===== src/rtl/vdma_pkg.sv =====
package vdma_pkg;

    localparam int REG_SEL_W = 3;

    typedef enum logic [REG_SEL_W-1:0] {
        SEL_SRC_HI = 3'd0,
        SEL_SRC_LO = 3'd1,
        SEL_DST_HI = 3'd2,
        SEL_DST_LO = 3'd3,
        SEL_CTRL   = 3'd4
    } reg_sel_e;

endpackage


===== src/rtl/vdma_edge_det.sv =====
module vdma_edge_det (
    input  logic clk,
    input  logic rst_n,
    input  logic level,
    input  logic forget,
    output logic rise
);
    logic prev_d, prev_q;

    always_comb begin
        prev_d = forget ? 1'b0 : level;
        rise   = level & ~prev_q;
    end

    always_ff @(posedge clk) begin
        if (!rst_n) prev_q <= 1'b0;
        else        prev_q <= prev_d;
    end
endmodule


===== src/rtl/vdma_step.sv =====
module vdma_step #(
    parameter int SRC_W    = 16,
    parameter int OFF_W    = 13,
    parameter int LEN_W    = 7,
    parameter int BLK_LOG2 = 4
) (
    input  logic [SRC_W-1:0] src,
    input  logic [OFF_W-1:0] dst,
    input  logic [LEN_W-1:0] len,
    output logic [SRC_W-1:0] src_nx,
    output logic [OFF_W-1:0] dst_nx,
    output logic [LEN_W-1:0] len_nx,
    output logic             blk_done,
    output logic             last_blk
);
    always_comb begin
        src_nx   = src + 1'b1;
        dst_nx   = dst + 1'b1;
        len_nx   = len - 1'b1;
        blk_done = &dst[BLK_LOG2-1:0];
        last_blk = (len == '0);
    end
endmodule


===== src/rtl/vdma_rd_mux.sv =====
module vdma_rd_mux #(
    parameter int DW    = 8,
    parameter int LEN_W = 7
) (
    input  vdma_pkg::reg_sel_e rd_sel,
    input  logic               active,
    input  logic [LEN_W-1:0]   len,
    output logic [DW-1:0]      rdata
);
    localparam int PAD_W = DW - LEN_W;

    always_comb begin
        if (rd_sel == vdma_pkg::SEL_CTRL) rdata = {{PAD_W{~active}}, len};
        else                              rdata = '1;
    end
endmodule


===== src/rtl/vram_blank_dma.sv =====
module vram_blank_dma #(
    parameter int SRC_W    = 16,
    parameter int OFF_W    = 13,
    parameter int LEN_W    = 7,
    parameter int BLK_LOG2 = 4,
    parameter int DW       = 8
) (
    input  logic                           clk,
    input  logic                           rst_n,
    input  logic                           reg_wr,
    input  logic [vdma_pkg::REG_SEL_W-1:0] reg_addr,
    input  logic [DW-1:0]                  reg_wdata,
    output logic [DW-1:0]                  reg_rdata,
    input  logic                           hblank,
    output logic                           busy,
    output logic [SRC_W-1:0]               src_addr,
    input  logic [DW-1:0]                  src_rdata,
    output logic                           vram_we,
    output logic [SRC_W-1:0]               vram_addr,
    output logic [DW-1:0]                  vram_wdata
);
    import vdma_pkg::*;

    localparam int                WIN_W    = SRC_W - OFF_W;
    localparam logic [WIN_W-1:0]  WIN_TAG  = WIN_W'(1) << (WIN_W - 1);
    localparam int                MODE_BIT = DW - 1;
    localparam int                HI_W     = OFF_W - DW;
    localparam int                LO_KEEP  = DW - BLK_LOG2;

    typedef struct packed {
        logic [SRC_W-1:0] src;
        logic [OFF_W-1:0] dst;
        logic [LEN_W-1:0] len;
        logic             active;
        logic             gated;
        logic             pending;
    } st_t;

    st_t s_d, s_q;

    logic             hb_rise;
    logic             forget_hb;
    logic             move;
    logic [SRC_W-1:0] src_nx;
    logic [OFF_W-1:0] dst_nx;
    logic [LEN_W-1:0] len_nx;
    logic             blk_done;
    logic             last_blk;
    reg_sel_e         sel;

    assign sel = reg_sel_e'(reg_addr);

    vdma_edge_det u_edge (
        .clk    (clk),
        .rst_n  (rst_n),
        .level  (hblank),
        .forget (forget_hb),
        .rise   (hb_rise)
    );

    vdma_step #(
        .SRC_W    (SRC_W),
        .OFF_W    (OFF_W),
        .LEN_W    (LEN_W),
        .BLK_LOG2 (BLK_LOG2)
    ) u_step (
        .src      (s_q.src),
        .dst      (s_q.dst),
        .len      (s_q.len),
        .src_nx   (src_nx),
        .dst_nx   (dst_nx),
        .len_nx   (len_nx),
        .blk_done (blk_done),
        .last_blk (last_blk)
    );

    vdma_rd_mux #(
        .DW    (DW),
        .LEN_W (LEN_W)
    ) u_rd (
        .rd_sel (sel),
        .active (s_q.active),
        .len    (s_q.len),
        .rdata  (reg_rdata)
    );

    always_comb begin
        s_d       = s_q;
        forget_hb = 1'b0;
        move      = s_q.active && (!s_q.gated || s_q.pending);

        // byte advance and unit completion
        if (move) begin
            s_d.src = src_nx;
            s_d.dst = dst_nx;
            if (blk_done) begin
                s_d.pending = 1'b0;
                s_d.len     = len_nx;
                if (last_blk) s_d.active = 1'b0;
            end
        end

        // a fresh blank entry arms a unit; it wins over the completion clear
        if (s_q.active && s_q.gated && hb_rise) s_d.pending = 1'b1;

        // register writes take priority over the advance
        if (reg_wr) begin
            unique case (sel)
                SEL_SRC_HI: s_d.src[SRC_W-1 -: DW] = reg_wdata;
                SEL_SRC_LO: s_d.src[DW-1:0] = {reg_wdata[DW-1 -: LO_KEEP], {BLK_LOG2{1'b0}}};
                SEL_DST_HI: s_d.dst[OFF_W-1:DW] = reg_wdata[HI_W-1:0];
                SEL_DST_LO: s_d.dst[DW-1:0] = {reg_wdata[DW-1 -: LO_KEEP], {BLK_LOG2{1'b0}}};
                SEL_CTRL: begin
                    s_d.len = reg_wdata[LEN_W-1:0];
                    if (s_q.active) begin
                        s_d.active                = reg_wdata[MODE_BIT];
                        s_d.src[BLK_LOG2-1:0]     = '0;
                        s_d.dst[BLK_LOG2-1:0]     = '0;
                    end else begin
                        s_d.active  = 1'b1;
                        s_d.gated   = reg_wdata[MODE_BIT];
                        s_d.pending = 1'b0;
                        forget_hb   = 1'b1;
                    end
                end
                default: ;
            endcase
        end
    end

    always_ff @(posedge clk) begin
        if (!rst_n) s_q <= '0;
        else        s_q <= s_d;
    end

    always_comb begin
        busy       = move;
        vram_we    = move;
        src_addr   = s_q.src;
        vram_addr  = {WIN_TAG, s_q.dst};
        vram_wdata = src_rdata;
    end
endmodule


===== config.mk =====
export PLATFORM = sky130hd
export DESIGN_NAME = vram_blank_dma
export DESIGN_NICKNAME = d
export VERILOG_FILES = /design/src/rtl/vdma_pkg.sv /design/src/rtl/vdma_edge_det.sv /design/src/rtl/vdma_step.sv /design/src/rtl/vdma_rd_mux.sv /design/src/rtl/vram_blank_dma.sv
export SDC_FILE = /design/constraint.sdc
export NUM_CORES = 1
export LEC_CHECK = 0
export BUFFER_PORTS_ARGS = -buffer_cell sky130_fd_sc_hd__buf_2
export CORE_UTILIZATION = 50
export CTS_CLUSTER_SIZE = 25
export DETAILED_ROUTE_END_ITERATION = 12
export PLACE_DENSITY = 0.77
export SYNTH_ARGS = -nofsm -noshare
export SYNTH_HDL_FRONTEND = slang
export SYNTH_SLANG_ARGS = --single-unit

===== constraint.sdc =====
create_clock -name clk -period 2.3 [get_ports clk]
set_input_delay 0 -clock clk [delete_from_list [all_inputs] [get_ports clk]]
set_output_delay 0 -clock clk [all_outputs]
set_load 0.02 [all_outputs]

## Yosys cells after proc, flatten, opt, wreduce, memory -nomap -nowiden

Cells that the tools add are included.
Widths: inputs -> output; s select.

- Add/subtract/negate cells: 3
- Equal/unequal tests: 4
- Mux-type cells: 22
- Bitwise logic cells: 4
- Reduce and logical (&&, ||, !) cells: 10

Operators by type and width:

| kind | number |
|---|---|
| $mux 39 | 1 |
| $mux 37 | 1 |
| $mux 8 | 3 |
| $add 16x1->16 const B | 1 |
| $mux 4 | 4 |
| $pmux 4 s2 | 2 |
| $add 13x1->13 const B | 1 |
| $mux 10 | 1 |
| $mux 1 | 8 |
| $logic_not 7->1 | 1 |
| $sub 7x1->7 const B | 1 |
| $eq 3x2->1 const B | 2 |
| $mux 5 | 1 |
| $reduce_and 4->1 | 1 |
| $eq 3x1->1 const B | 1 |
| $eq 3x3->1 const B | 1 |
| $logic_and 1x1->1 | 3 |
| $logic_not 3->1 | 1 |
| $not 1->1 | 3 |
| $reduce_and 3->1 | 1 |
| $mux 2 | 1 |
| $reduce_or 2->1 | 1 |
| $and 1x1->1 | 1 |
| $logic_not 1->1 | 1 |
| $logic_or 1x1->1 | 1 |

- Bits in registers: 40
- Output and inout bits: 50
- Word-level logic and storage cells: 50
- Input bits: 23

## Depth between registers and ports, before layout

- Depth in word-level cells: 8
- Gate-level depth with buffers: 6
- Mapped depth without buffers: 6

## Modules after synthesis

From an unflattened synthesis, not the netlist that was laid out.

- Cell total of the unflattened synthesis: 358
- Area total of the unflattened synthesis: 2788.9 sq um

By module, submodules not included:

| module | instances | cells each | sequential area each (sq um) | area each (sq um) |
|---|---|---|---|---|
| vram_blank_dma | 1 | 255 | 780.7 | 2019.4 |
| vdma_step | 1 | 92 | 0.0 | 653.1 |
| vdma_rd_mux | 1 | 8 | 0.0 | 81.3 |
| vdma_edge_det | 1 | 3 | 20.0 | 35.0 |

## Least setup slack after synthesis

No wires, ideal clock.

- Kind: register -> register
- Start: register s_q (netlist bit vram_addr[0])
- End: register s_q (netlist bit vram_addr[12])
- Stages on the path, launching flop included: 6
- Required time: 2.226 ns
- Data arrival time: 1.744 ns
- Path slack: 0.482 ns
- Setup time: 0.074 ns
- Buffers on the path: 0
- Period minus slack after synthesis: 1.818 ns
- Cells stage by stage: dfxtp_1 ha_1 nand3_2 or3_1 or4_1 a31oi_1

- Word-level cells in the longest chain between the ends: 4

RTL lines:

| element | line | source |
|---|---|---|
| start: declaration | vram_blank_dma.sv:39 | `st_t s_d, s_q;` |
| start signal: assignment | vram_blank_dma.sv:132 | `if (!rst_n) s_q <= '0;` |
| start signal: assignment | vram_blank_dma.sv:133 | `else s_q <= s_d;` |
| $add 13x1->13 * | vdma_step.sv:18 | `dst_nx = dst + 1'b1;` |
| $mux 37 * | vram_blank_dma.sv:93 | `if (move) begin` |
| $mux 5 | vram_blank_dma.sv:108 | `unique case (sel)` |
| $mux 39 * | vram_blank_dma.sv:107 | `if (reg_wr) begin` |

Mark *: on every way between the ends. The rest lies on a longest branch, timed or not.
A chain may end at the register's enable or synchronous reset.

## Worst setup path after layout

Same ends and word-level chain as after synthesis.

==> results.json <==
{
  "powerDensity_nw_per_um2": 531,
  "yosys_warnings": 0,
  "fin_area_um2": 2640,
  "hold_viol_final": 0,
  "drt-total-wl_um": 5840,
  "wl_per_cell_um": 14.8,
  "syn_to_final_growth_pct": 4.46,
  "start_util": 0.527,
  "postSynthCellCount": 319,
  "crit_arrival_ns": 2.22,
  "clkTransAtPathRegs_ns": 0.08,
  "grt_pass1_vias": 2019,
  "async_flop_share": 0,
  "synth_ff_type": "dfxtp_1",
  "die_width_um": 73.0,
  "regArea_um2": 801,
  "dpl.hpwl_um": 4220,
  "hold_buffers": 1,
  "rrSetupSlack_ns": 0.30,
  "max_clock_freq_ghz": 0.501,
  "use_met2": 0.364,
  "power_switching_share": 0.270,
  "vias_per_cell": 5.72,
  "grt-ovfl-total": 0,
  "final_layout_size_suffix_gt1_frac": 0.219,
  "setup_tns_ns": 0,
  "hp-start": "src_rdata[3]",
  "synth-edff-count": 0,
  "finClkSkew_ns": 0.00551,
  "cts_setup_buffers": 0,
  "hp-class": "in -> out",
  "io_pins": 73,
  "grt_pass1_wl_um": 9420,
  "p_switching_mw": 0.378,
  "track_usage": 0.229,
  "pwr-share-clk": 0.349,
  "ant_nets": 0,
  "core_area_um2": 4790,
  "busiest_layer": "met2",
  "seq_area_frac_synth": 0.317,
  "io_buffers": 53,
  "syn_area_um2": 2520,
  "die_h_um": 73.0,
  "ys_ff_latch": 40,
  "vdd_ir_drop_max_uv": 273,
  "grt.met1_usage": 0.293,
  "internal_power_mw": 1.02,
  "worst_slew_pin_slew_ns": 0.582,
  "antenna_found_initial": 0,
  "cp.required_ns": 2.53,
  "status": "finished clean",
  "timing.rr.end": "vram_addr[12]",
  "fp.dieArea_um2": 5330,
  "fillCellCount": 445,
  "dr_total_vias": 2264,
  "n_antenna_cell": 0,
  "met3_usage": 0.0511,
  "cts_tree": "built",
  "clk_latency_ns": 0.29,
  "whs_endpoint": "vram_wdata[3]",
  "drt_iter0_markers": 205,
  "post_cts_resized": 0,
  "multiInputGateArea_um2": 1330,
  "setup_viol": 0,
  "row_count": 25,
  "ys_types": 44,
  "maxSlewViolCount": 0,
  "drv_cap": 0,
  "syn_avg_cell_area_um2": 7.91,
  "clkSinkCount": 40,
  "cts_buffers": 5,
  "power_frac_comb": 0.125,
  "root_buffer": "clkbuf_8",
  "end_kind": "flip-flop",
  "crit_path_start_kind": "flip-flop",
  "rsz0062_at_grt": "no",
  "timing.rr.start": "vram_addr[0]",
  "cp_max_fo": 7,
  "post-route-min-period_ns": 2.00,
  "drc": 0,
  "dr.pass1.iters": 4,
  "crit_start": "vram_addr[0]",
  "ctsLongestPathBuffers": 2,
  "max-slew-margin-rel": 0.612,
  "crit_type": "reg -> reg",
  "r2r_cells": 5,
  "finalCritPeriodShare": 0.868,
  "gp_congestion": 0.856,
  "grt_max_degree": 40,
  "final_nets": 355,
  "min_path_cells": 0,
  "pwr-share-seq": 0.526,
  "p_leak_nw": 0.970,
  "dpl_cell_area_um2": 2530,
  "htreeDepth": 2
}
flip-flops by register name (all words and copies together), names as in the netlist:
| register | flops |
|---|---|
| s_q | 10 |
| src_addr | 16 |
| u_edge.prev_q | 1 |
| vram_addr | 13 |
metal layers:
layer,vias to the layer above,part of all wire
met4,0,0.017
met5,-,0
li1,1130,-
met2,75,0.46
met1,1047,0.45
met3,12,0.066
cell type report:
type                       instances  share of cell area
timing repair buffer              58               0.116
clock buffer                       8              0.0342
tap                               67              0.0318
inverter                           8              0.0114
multi-input combinational        215               0.503
sequential                        40               0.304
Yosys cell counts, drive strengths merged (2+ instances only):
cell	instances	area share
buf	43	0.13
nand4bb	3	0.013
a31oi	16	0.040
dfxtp	40	0.32
or3	14	0.035
o22ai	4	0.0099
or2	2	0.0050
xnor2	13	0.045
o221a	2	0.0089
and4	2	0.0069
a41oi	3	0.010
nor3	3	0.0060
nor4b	4	0.014
nand3	12	0.028
and3	4	0.010
nor4	6	0.015
inv	7	0.010
or4	4	0.012
xor2	2	0.0069
nor2	5	0.0074
nand2b	8	0.020
clkbuf	14	0.021
ha	4	0.020
nand4	4	0.0099
o21ai	38	0.075
a21oi	17	0.034
nor2b	2	0.0079
a211oi	2	0.0060
nand2	28	0.042
conb	2	0.0030
o31ai	2	0.0060
through the flow:
step / util / hold WS [ns] / total power, mW / setup slack (ns) / std cells
2_1_floorplan: - / 0.113 / 0.902 / 0.482 / 320
4_1_cts: 0.551 / 0.000149 / 1.41 / 0.317 / 396
5_1_grt: 0.551 / 0.0000325 / 1.46 / 0.163 / 396
3_5_place_dp: 0.530 / 0.000149 / 0.923 / 0.330 / 387
3_3_place_gp: 0.530 / 0.000149 / 0.921 / 0.413 / 387
6_report: 0.551 / 0.00000881 / 1.40 / 0.304 / 396
cells by family after synthesis:
group,count (synthesis),share of synthesized area
other cells,2,0.00298
flops,40,0.317
xor+xnor,15,0.0521
simple gates,106,0.249
compound gates,87,0.200
buf+inv,65,0.159
fa+ha+maj,4,0.0198
layout by cell type, fill, tap and decap left out, types with 5 or more instances in the layout:
cell	count
o21ai_0	38
dfxtp_1	40
xnor2_1	13
buf_2	53
inv_1	7
nand2_1	28
a31oi_1	16
a21oi_1	17
nand2b_1	8
clkbuf_8	6
or3_1	14
nor2_1	5
nand3_1	10
nor4_1	6
power by group through the flow:
stage	sequential [mW]	combinational (mW)	clock (mW)
2_1_floorplan	0.745	0.158	0
3_3_place_gp	0.750	0.171	0
3_5_place_dp	0.751	0.172	0
4_1_cts	0.735	0.174	0.498
5_1_grt	0.739	0.192	0.525
6_report	0.735	0.175	0.489
worst max path at each step:
stage                     to  slack (ns)
3_3_place_gp   vram_addr[12]        0.41
2_1_floorplan  vram_addr[12]        0.48
4_1_cts        vram_addr[12]        0.32
3_5_place_dp   vram_addr[12]        0.33
6_report       vram_addr[12]        0.30
5_1_grt        vram_addr[12]        0.16
worst max-delay path, cell delays in order, from the launching register on:
cell	delay, ns
dfxtp_1	0.43
ha_1	0.26
nand3_2	0.17
or3_1	0.43
or4_1	0.47
a31oi_1	0.16
No activity file was read; power rests on OpenSTA's default activity.
